**src/rtl/dout_selftest_pkg.sv**
```systemverilog
package dout_selftest_pkg;

  localparam logic [3:0] RSN_SEQ   = 4'd1;
  localparam logic [3:0] RSN_RB    = 4'd2;
  localparam logic [3:0] RSN_TMR   = 4'd3;
  localparam logic [3:0] RSN_DIAG1 = 4'd4;
  localparam logic [3:0] RSN_DIAG2 = 4'd5;

  localparam logic [3:0] STEP_LAST_SYNC  = 4'd3;
  localparam logic [3:0] STEP_FIRST_DRV  = 4'd4;
  localparam logic [3:0] STEP_LAST_CHECK = 4'd13;
  localparam logic [3:0] STEP_END        = 4'd14;

  typedef struct packed {
    logic arm;
    logic clrTimer;
    logic incTimer;
    logic loadSettle;
    logic decSettle;
    logic checkNow;
    logic syncFault;
  } seq_strobe_t;

  // pattern index 0..4 for steps 4..13 (drive step and its check step share it)
  function automatic logic [2:0] phaseOf(input logic [3:0] step);
    logic [3:0] rel;
    rel = step - STEP_FIRST_DRV;
    return rel[3:1];
  endfunction

  function automatic logic patHigh(input logic [3:0] step);
    logic [2:0] ph;
    if (step < STEP_FIRST_DRV || step > STEP_LAST_CHECK) return 1'b0;
    ph = phaseOf(step);
    return (ph == 3'd1) || (ph == 3'd3);
  endfunction

  function automatic logic patLow(input logic [3:0] step);
    logic [2:0] ph;
    if (step < STEP_FIRST_DRV || step > STEP_LAST_CHECK) return 1'b0;
    ph = phaseOf(step);
    return (ph == 3'd1) || (ph == 3'd2);
  endfunction

endpackage

```
**src/rtl/dout_selftest_ctrl.sv**
```systemverilog
module dout_selftest_ctrl
  import dout_selftest_pkg::*;
#(
  parameter int NUM_CH = 4
) (
  input  logic              clk,
  input  logic              rst,
  input  logic              startReq,
  input  logic              peerAck,
  input  logic              settleZero,
  input  logic              timeoutHit,
  input  logic [NUM_CH-1:0] funcHigh,
  input  logic [NUM_CH-1:0] funcLow,
  output seq_strobe_t       strb,
  output logic              busy,
  output logic [3:0]        step,
  output logic              peerReq,
  output logic [NUM_CH-1:0] drvHigh,
  output logic [NUM_CH-1:0] drvLow,
  output logic              done
);

  logic       busyNext;
  logic [3:0] stepNext;
  logic       ackWanted;

  assign ackWanted = ~step[0];

  always_comb begin
    busyNext = busy;
    stepNext = step;
    strb     = '0;
    if (!busy) begin
      if (startReq) begin
        busyNext      = 1'b1;
        stepNext      = 4'd0;
        strb.arm      = 1'b1;
        strb.clrTimer = 1'b1;
      end
    end else if (step <= STEP_LAST_SYNC) begin
      if (peerAck == ackWanted) begin
        stepNext      = step + 4'd1;
        strb.clrTimer = 1'b1;
        if (step == STEP_LAST_SYNC) strb.loadSettle = 1'b1;
      end else if (timeoutHit) begin
        strb.syncFault = 1'b1;
        stepNext       = STEP_END;
      end else begin
        strb.incTimer = 1'b1;
      end
    end else if (step == STEP_END) begin
      busyNext = 1'b0;
      stepNext = 4'd0;
    end else if (!step[0]) begin
      if (settleZero) stepNext = step + 4'd1;
      else            strb.decSettle = 1'b1;
    end else begin
      strb.checkNow   = 1'b1;
      strb.loadSettle = 1'b1;
      stepNext        = step + 4'd1;
    end
  end

  always_ff @(posedge clk) begin
    if (rst) begin
      busy <= 1'b0;
      step <= 4'd0;
    end else begin
      busy <= busyNext;
      step <= stepNext;
    end
  end

  assign peerReq = busy && (step <= STEP_LAST_SYNC) && ackWanted;
  assign done    = busy && (step == STEP_END);

  always_comb begin
    if (rst) begin
      drvHigh = '0;
      drvLow  = '0;
    end else if (busy) begin
      drvHigh = {NUM_CH{patHigh(step)}};
      drvLow  = {NUM_CH{patLow(step)}};
    end else begin
      drvHigh = funcHigh;
      drvLow  = funcLow;
    end
  end

endmodule

```
**src/rtl/dout_selftest_dp.sv**
```systemverilog
module dout_selftest_dp
  import dout_selftest_pkg::*;
#(
  parameter int NUM_CH       = 4,
  parameter int SETTLE_W     = 8,
  parameter int SYNC_TIMEOUT = 16
) (
  input  logic                clk,
  input  logic                rst,
  input  logic                clearFault,
  input  seq_strobe_t         strb,
  input  logic [3:0]          step,
  input  logic [SETTLE_W-1:0] settleCycles,
  input  logic [1:0]          modeSel,
  input  logic [NUM_CH-1:0]   readback,
  input  logic [NUM_CH-1:0]   diagA,
  input  logic [NUM_CH-1:0]   diagB,
  output logic                settleZero,
  output logic                timeoutHit,
  output logic [31:0]         faultWord,
  output logic                faultValid
);

  localparam int TMR_W = $clog2(SYNC_TIMEOUT + 1);
  localparam logic [TMR_W-1:0] TMR_LAST = TMR_W'(SYNC_TIMEOUT - 1);
  localparam logic [1:0] MODE_ONE  = 2'd0;
  localparam logic [1:0] MODE_FOUR = 2'd3;
  // expected diagnostic level per pattern index 0..4 (bit i = index i)
  localparam logic [4:0] DIAG1_M1 = 5'b01000;
  localparam logic [4:0] DIAG1_M4 = 5'b11001;
  localparam logic [4:0] DIAG2_M4 = 5'b10101;

  logic [SETTLE_W-1:0] settleCfg, settleCnt;
  logic [1:0]          modeCfg;
  logic [TMR_W-1:0]    syncTmr;

  always_ff @(posedge clk) begin
    if (rst) begin
      settleCfg <= '0;
      modeCfg   <= '0;
      settleCnt <= '0;
      syncTmr   <= '0;
    end else begin
      if (strb.arm) begin
        settleCfg <= settleCycles;
        modeCfg   <= modeSel;
      end
      if (strb.clrTimer)      syncTmr <= '0;
      else if (strb.incTimer) syncTmr <= syncTmr + 1'b1;
      if (strb.loadSettle)     settleCnt <= settleCfg;
      else if (strb.decSettle) settleCnt <= settleCnt - 1'b1;
    end
  end

  assign settleZero = (settleCnt == '0);
  assign timeoutHit = (syncTmr == TMR_LAST);

  function automatic logic [3:0] toNib(input logic [NUM_CH-1:0] v);
    logic [3:0] n;
    n = '0;
    n[NUM_CH-1:0] = v;
    return n;
  endfunction

  // compare logic
  logic [2:0]        phase;
  logic [NUM_CH-1:0] expRb, expA, expB, rbErr, aErr, bErr;
  logic              chkA, chkB, settleBad;
  logic              candHit;
  logic [3:0]        candRsn;
  logic [NUM_CH-1:0] candV, candW, candX;

  always_comb begin
    phase     = phaseOf(step);
    expRb     = {NUM_CH{patHigh(step) & patLow(step)}};
    expA      = {NUM_CH{(modeCfg == MODE_FOUR) ? DIAG1_M4[phase] : DIAG1_M1[phase]}};
    expB      = {NUM_CH{DIAG2_M4[phase]}};
    chkA      = (modeCfg == MODE_ONE) || (modeCfg == MODE_FOUR);
    chkB      = (modeCfg == MODE_FOUR);
    rbErr     = readback ^ expRb;
    aErr      = diagA ^ expA;
    bErr      = diagB ^ expB;
    settleBad = (settleCfg == '0) || !settleZero;

    candHit = 1'b1;
    candRsn = RSN_TMR;
    candV   = '0;
    candW   = '0;
    candX   = '0;
    if (settleBad) begin
      candRsn = RSN_TMR;
    end else if (|rbErr) begin
      candRsn = RSN_RB;
      candV = readback; candW = expRb; candX = rbErr;
    end else if (chkA && |aErr) begin
      candRsn = RSN_DIAG1;
      candV = diagA; candW = expA; candX = aErr;
    end else if (chkB && |bErr) begin
      candRsn = RSN_DIAG2;
      candV = diagB; candW = expB; candX = bErr;
    end else begin
      candHit = 1'b0;
    end
  end

  // first-fault capture
  always_ff @(posedge clk) begin
    if (rst || clearFault) begin
      faultWord  <= '0;
      faultValid <= 1'b0;
    end else if (!faultValid) begin
      if (strb.syncFault) begin
        faultWord  <= {12'h000, 12'h000, RSN_SEQ, step};
        faultValid <= 1'b1;
      end else if (strb.checkNow && candHit) begin
        faultWord  <= {12'h000, toNib(candV), toNib(candW), toNib(candX), candRsn, step};
        faultValid <= 1'b1;
      end
    end
  end

endmodule

```
**src/rtl/dout_selftest.sv**
```systemverilog
module dout_selftest
  import dout_selftest_pkg::*;
#(
  parameter int NUM_CH       = 4,
  parameter int SETTLE_W     = 8,
  parameter int SYNC_TIMEOUT = 16
) (
  input  logic                clk,
  input  logic                rst,
  input  logic                startReq,
  input  logic                clearFault,
  input  logic [1:0]          modeSel,
  input  logic [SETTLE_W-1:0] settleCycles,
  input  logic [NUM_CH-1:0]   funcHigh,
  input  logic [NUM_CH-1:0]   funcLow,
  input  logic [NUM_CH-1:0]   readback,
  input  logic [NUM_CH-1:0]   diagA,
  input  logic [NUM_CH-1:0]   diagB,
  input  logic                peerAck,
  output logic [NUM_CH-1:0]   drvHigh,
  output logic [NUM_CH-1:0]   drvLow,
  output logic                peerReq,
  output logic                busy,
  output logic [3:0]          stepNum,
  output logic                done,
  output logic                fail,
  output logic [31:0]         faultWord
);

  seq_strobe_t strb;
  logic        settleZero, timeoutHit, faultValid;

  dout_selftest_ctrl #(.NUM_CH(NUM_CH)) ctrl (
    .clk(clk), .rst(rst), .startReq(startReq), .peerAck(peerAck),
    .settleZero(settleZero), .timeoutHit(timeoutHit),
    .funcHigh(funcHigh), .funcLow(funcLow),
    .strb(strb), .busy(busy), .step(stepNum), .peerReq(peerReq),
    .drvHigh(drvHigh), .drvLow(drvLow), .done(done)
  );

  dout_selftest_dp #(.NUM_CH(NUM_CH), .SETTLE_W(SETTLE_W), .SYNC_TIMEOUT(SYNC_TIMEOUT)) dp (
    .clk(clk), .rst(rst), .clearFault(clearFault), .strb(strb), .step(stepNum),
    .settleCycles(settleCycles), .modeSel(modeSel),
    .readback(readback), .diagA(diagA), .diagB(diagB),
    .settleZero(settleZero), .timeoutHit(timeoutHit),
    .faultWord(faultWord), .faultValid(faultValid)
  );

  assign fail = done & faultValid;

endmodule

```
**config.mk**
```make
export PLATFORM = sky130hd
export DESIGN_NAME = dout_selftest
export DESIGN_NICKNAME = d
export VERILOG_FILES = /design/src/rtl/dout_selftest_pkg.sv /design/src/rtl/dout_selftest_ctrl.sv /design/src/rtl/dout_selftest_dp.sv /design/src/rtl/dout_selftest.sv
export SDC_FILE = /design/constraint.sdc
export NUM_CORES = 1
export LEC_CHECK = 0
export BUFFER_PORTS_ARGS = -buffer_cell sky130_fd_sc_hd__buf_2
export CORE_UTILIZATION = 48
export CTS_CLUSTER_DIAMETER = 40
export DETAILED_ROUTE_END_ITERATION = 16
export GPL_ROUTABILITY_DRIVEN = 0
export MAX_ROUTING_LAYER = met4
export PLACE_DENSITY = 0.77
export SLEW_MARGIN = 20
export SYNTH_ARGS = -nofsm -noshare
export SYNTH_HDL_FRONTEND = slang
export SYNTH_SLANG_ARGS = --single-unit
```
**constraint.sdc**
```tcl
create_clock -name clk -period 2.75 [get_ports clk]
set_input_delay 0.1375 -clock clk [delete_from_list [all_inputs] [get_ports clk]]
set_output_delay 0.1375 -clock clk [all_outputs]
set_load 0.01 [all_outputs]
```
==> results.yml <==
critical_path:
  cp-end-kind: "register"
  critical_path_class: "register to register"
  arrival_ps: 2780
  cp.required_ps: 2990
  cp_slowest_cell: "o21ai_0"
  max_stage_delay_ps: 420
  path_cells: "buf_4 -> ha_1 -> o21ai_0 -> o31a_1 -> o22a_1 -> o211ai_4 -> a21oi_4 -> a22o_1"
  rr_startpoint: "ctrl.step[1]$_SDFFE_PP0P_"
  path_max_fanout: 10
  rrSetupSlack_ps: 200
  start_kind: "register"
  critPathLaunch: "ctrl.step[1]$_SDFFE_PP0P_"
sta:
  fin_skew_ps: 8.29
  min_period_over_period_pct: 92.6
  hold-worst-slack_ps: 67.0
  finalCriticalPeriod_ps: 2550
  hold_viol: 0
  finalSetupTns_ps: 0
  rsz0062_at_grt: "false"
  report.final.slew_viol_count: 0
  slew_headroom_pct: 62.5
  setup_violations: 0
  fmax_mhz: 393
  tightestPinTransition_ps: 558
floorplanning:
  rows: 28
  start_util_pct: 50.6
  dieArea_um2: 6720
  die_x_um: 82.0
  die_y_um: 82.0
  io_pins: 83
  core-area_um2: 6060
drt:
  avgViaCountPerCell: 5.87
  postRouteAntennaNets: 0
  drtPass1Iterations: 5
  drt-total-wl_mm: 7.99
  drc: 0
  num_vias: 3186
  drt_iter0_drc: 243
  post_drt_wl_per_cell_um: 14.7
yosys:
  yosysSeqAreaShare_pct: 29.4
  synth_warnings: 0
  synth_edf_count: 0
  synthCells: 390
  synth_top_area_cell: "dfxtp_1"
  ys.flop_type: "dfxtp_1"
  synth_top_area_share_pct: 29.4
  ys_seq_elements: 45
  avgSynthCellArea_um2: 7.87
  async_reset_ff_share_pct: 0
  yosysUniqueCellTypes: 63
  synth.area.top_cells: "dfxtp_1 29%, ha_1 6.1%, nand2_1 5.3%"
  syn_area_um2: 3070
global_route:
  gr-total-overflow: 0
  antenna_found_initial: 0
  grt_max_degree: 27
  grt_pass1_wl_mm: 12.8
  first_global_vias: 2818
  grtUsageTotal_pct: 25.1
layout:
  final_cells: 543
  final_util_pct: 60.4
  fin_nets: 517
  final_design_area_no_fill_um2: 3660
  antenna-diode-count: 0
  drive_above_1_share_pct: 23.7
  area_growth_pct: 19.2
clock_tree:
  cts_sinks: 45
  clk_pin_slew_worst_paths_ps: 90
  cts_root_buf: "clkbuf_8"
  tritoncts: "built"
  htreeDepth: 2
  clkLatencyLatePin_ps: 300
  numCtsBuffers: 5
  cts_buffer_depth: 2
min_path:
  min_path_type: "primary input to register"
  hold_path_startpoint: "settleCycles[7]"
run_status:
  status: "finished, final reports clean"
pwr:
  p_leak_nw: 1.57
  ir_drop_uv: 444
  p_per_area_nw_per_um2: 421
run:
  drv_cap: 0
place:
  place_area_um2: 3510
  io_buffers: 69
  place_inst: 534
  place_hpwl_mm: 6.06
==> metal layers <==
metal	vias to the layer above	GRT usage, %	wire length (um)	part of all wire, %
met5	-	-	0	0
met4	0	7.19	127	1.6
met3	13	4.00	433	5.4
met2	134	42.1	3750	47
met1	1468	30.9	3680	46
li1	1571	-	-	-
==> cells in the mapped netlist (all sizes together), types with 2 or more instances <==
master / number
mux2i: 2
o2bb2ai: 2
nor3b: 4
clkinv: 2
o21a: 4
a32o: 2
and3: 5
nor2b: 3
a2111o: 3
ha: 15
o21ai: 22
dfxtp: 45
xor2: 5
and2: 2
a21oi: 29
a221oi: 3
nand2: 43
and4b: 2
nand2b: 3
nand4: 5
a211oi: 4
xnor2: 11
o2111ai: 4
nor4: 7
inv: 13
or4: 3
nor2: 37
buf: 18
a41oi: 2
clkbuf: 12
nor4b: 2
o211ai: 9
a2111oi: 6
nor3: 11
a22o: 8
or3: 2
nand3: 13
o21bai: 2
and3b: 2
or2: 2
a31oi: 8
==> registers in the layout, indices dropped and copies added, names as in the netlist <==
name           flops
dp.faultWord      16
dp.settleCfg       8
dp.settleCnt       8
dp.syncTmr         5
ctrl.step          4
dp.modeCfg         2
ctrl.busy          1
dp.faultValid      1
==> what timing repair did <==
action	CTS	global route
hold buffers	0	0
setup buffers	0	1
setup endpoints to repair	0	15
resized for setup	0	5
==> metrics by stage <==
step	power [mW]	setup WS [ps]
after CTS	1.54	33.5
after global routing	1.62	33.4
final	1.54	204
after detailed placement	1.02	74.7
after floorplan	0.919	96.7
after global placement	1.01	184
==> layout by cell type, fill, tap and decap left out, types with 3 or more instances in the layout <==
master and instances:
a2111o_1 3, a2111oi_0 5, a211oi_1 4, a21oi_1 27, a221oi_1 3, a22o_1 8, a31oi_1 7, and3_1 5
buf_2 69, buf_4 19, clkbuf_8 6, conb_1 13, dfxtp_1 45, ha_1 14, inv_1 13, nand2_1 43
nand2b_1 3, nand3_1 13, nand4_1 5, nor2_1 36, nor2b_1 3, nor3_1 11, nor3b_1 4, nor4_1 6
o2111ai_1 4, o211ai_1 8, o21a_1 4, o21ai_0 21, xnor2_1 11, xor2_1 5
==> report_power, final <==
group	switching (mW)	internal (mW)	total (mW)	leakage, nW
combinational	0.208	0.127	0.335	1.14
sequential	0.0116	0.668	0.679	0.365
clock	0.230	0.296	0.526	0.0574
total	0.450	1.09	1.54	1.57
==> logic make-up (layout without fill, tap and decap cells) <==
group / after synthesis / count (layout) / share of synthesized area (%)
buffers and inverters: 45 / 111 / 7.75
AO/OA/AOI/OAI: 117 / 117 / 27.1
other: 1 / 13 / 0.122
XOR/XNOR: 16 / 16 / 4.57
multiplexers: 2 / 2 / 0.652
AND/OR/NAND/NOR: 149 / 149 / 24.3
flip-flops: 45 / 45 / 29.4
adder cells (fa/ha/maj): 15 / 15 / 6.11
==> worst paths after layout <==
kind,to,depth (start not counted)
worst max-delay path,dp.faultWord[5]$_SDFFE_PP0P_,8
worst min-delay path,dp.settleCfg[7]$_SDFFE_PP0P_,3
worst max register to register,dp.faultWord[5]$_SDFFE_PP0P_,8
worst min register to register,dp.faultWord[8]$_SDFFE_PP0P_,1
==> critical path, delay by kind of cell (launching register included) <==
kind,cells,cell delay (ps)
adder cells (fa/ha/maj),1,250
buffers and inverters,1,170
AO/OA/AOI/OAI,6,1720
flip-flops,1,340
==> final cells by class <==
cell class / instances / area [um^2]
Clock buffer: 6 / 82.6
Clock inverter: 2 / 37.5
Fill cell: 570 / 2400
Inverter: 15 / 56.3
Multi-Input combinational cell: 312 / 2000
Sequential cell: 45 / 901
Tap cell: 75 / 93.8
Timing Repair Buffer: 88 / 488
No activity file was read; power rests on OpenSTA's default activity.
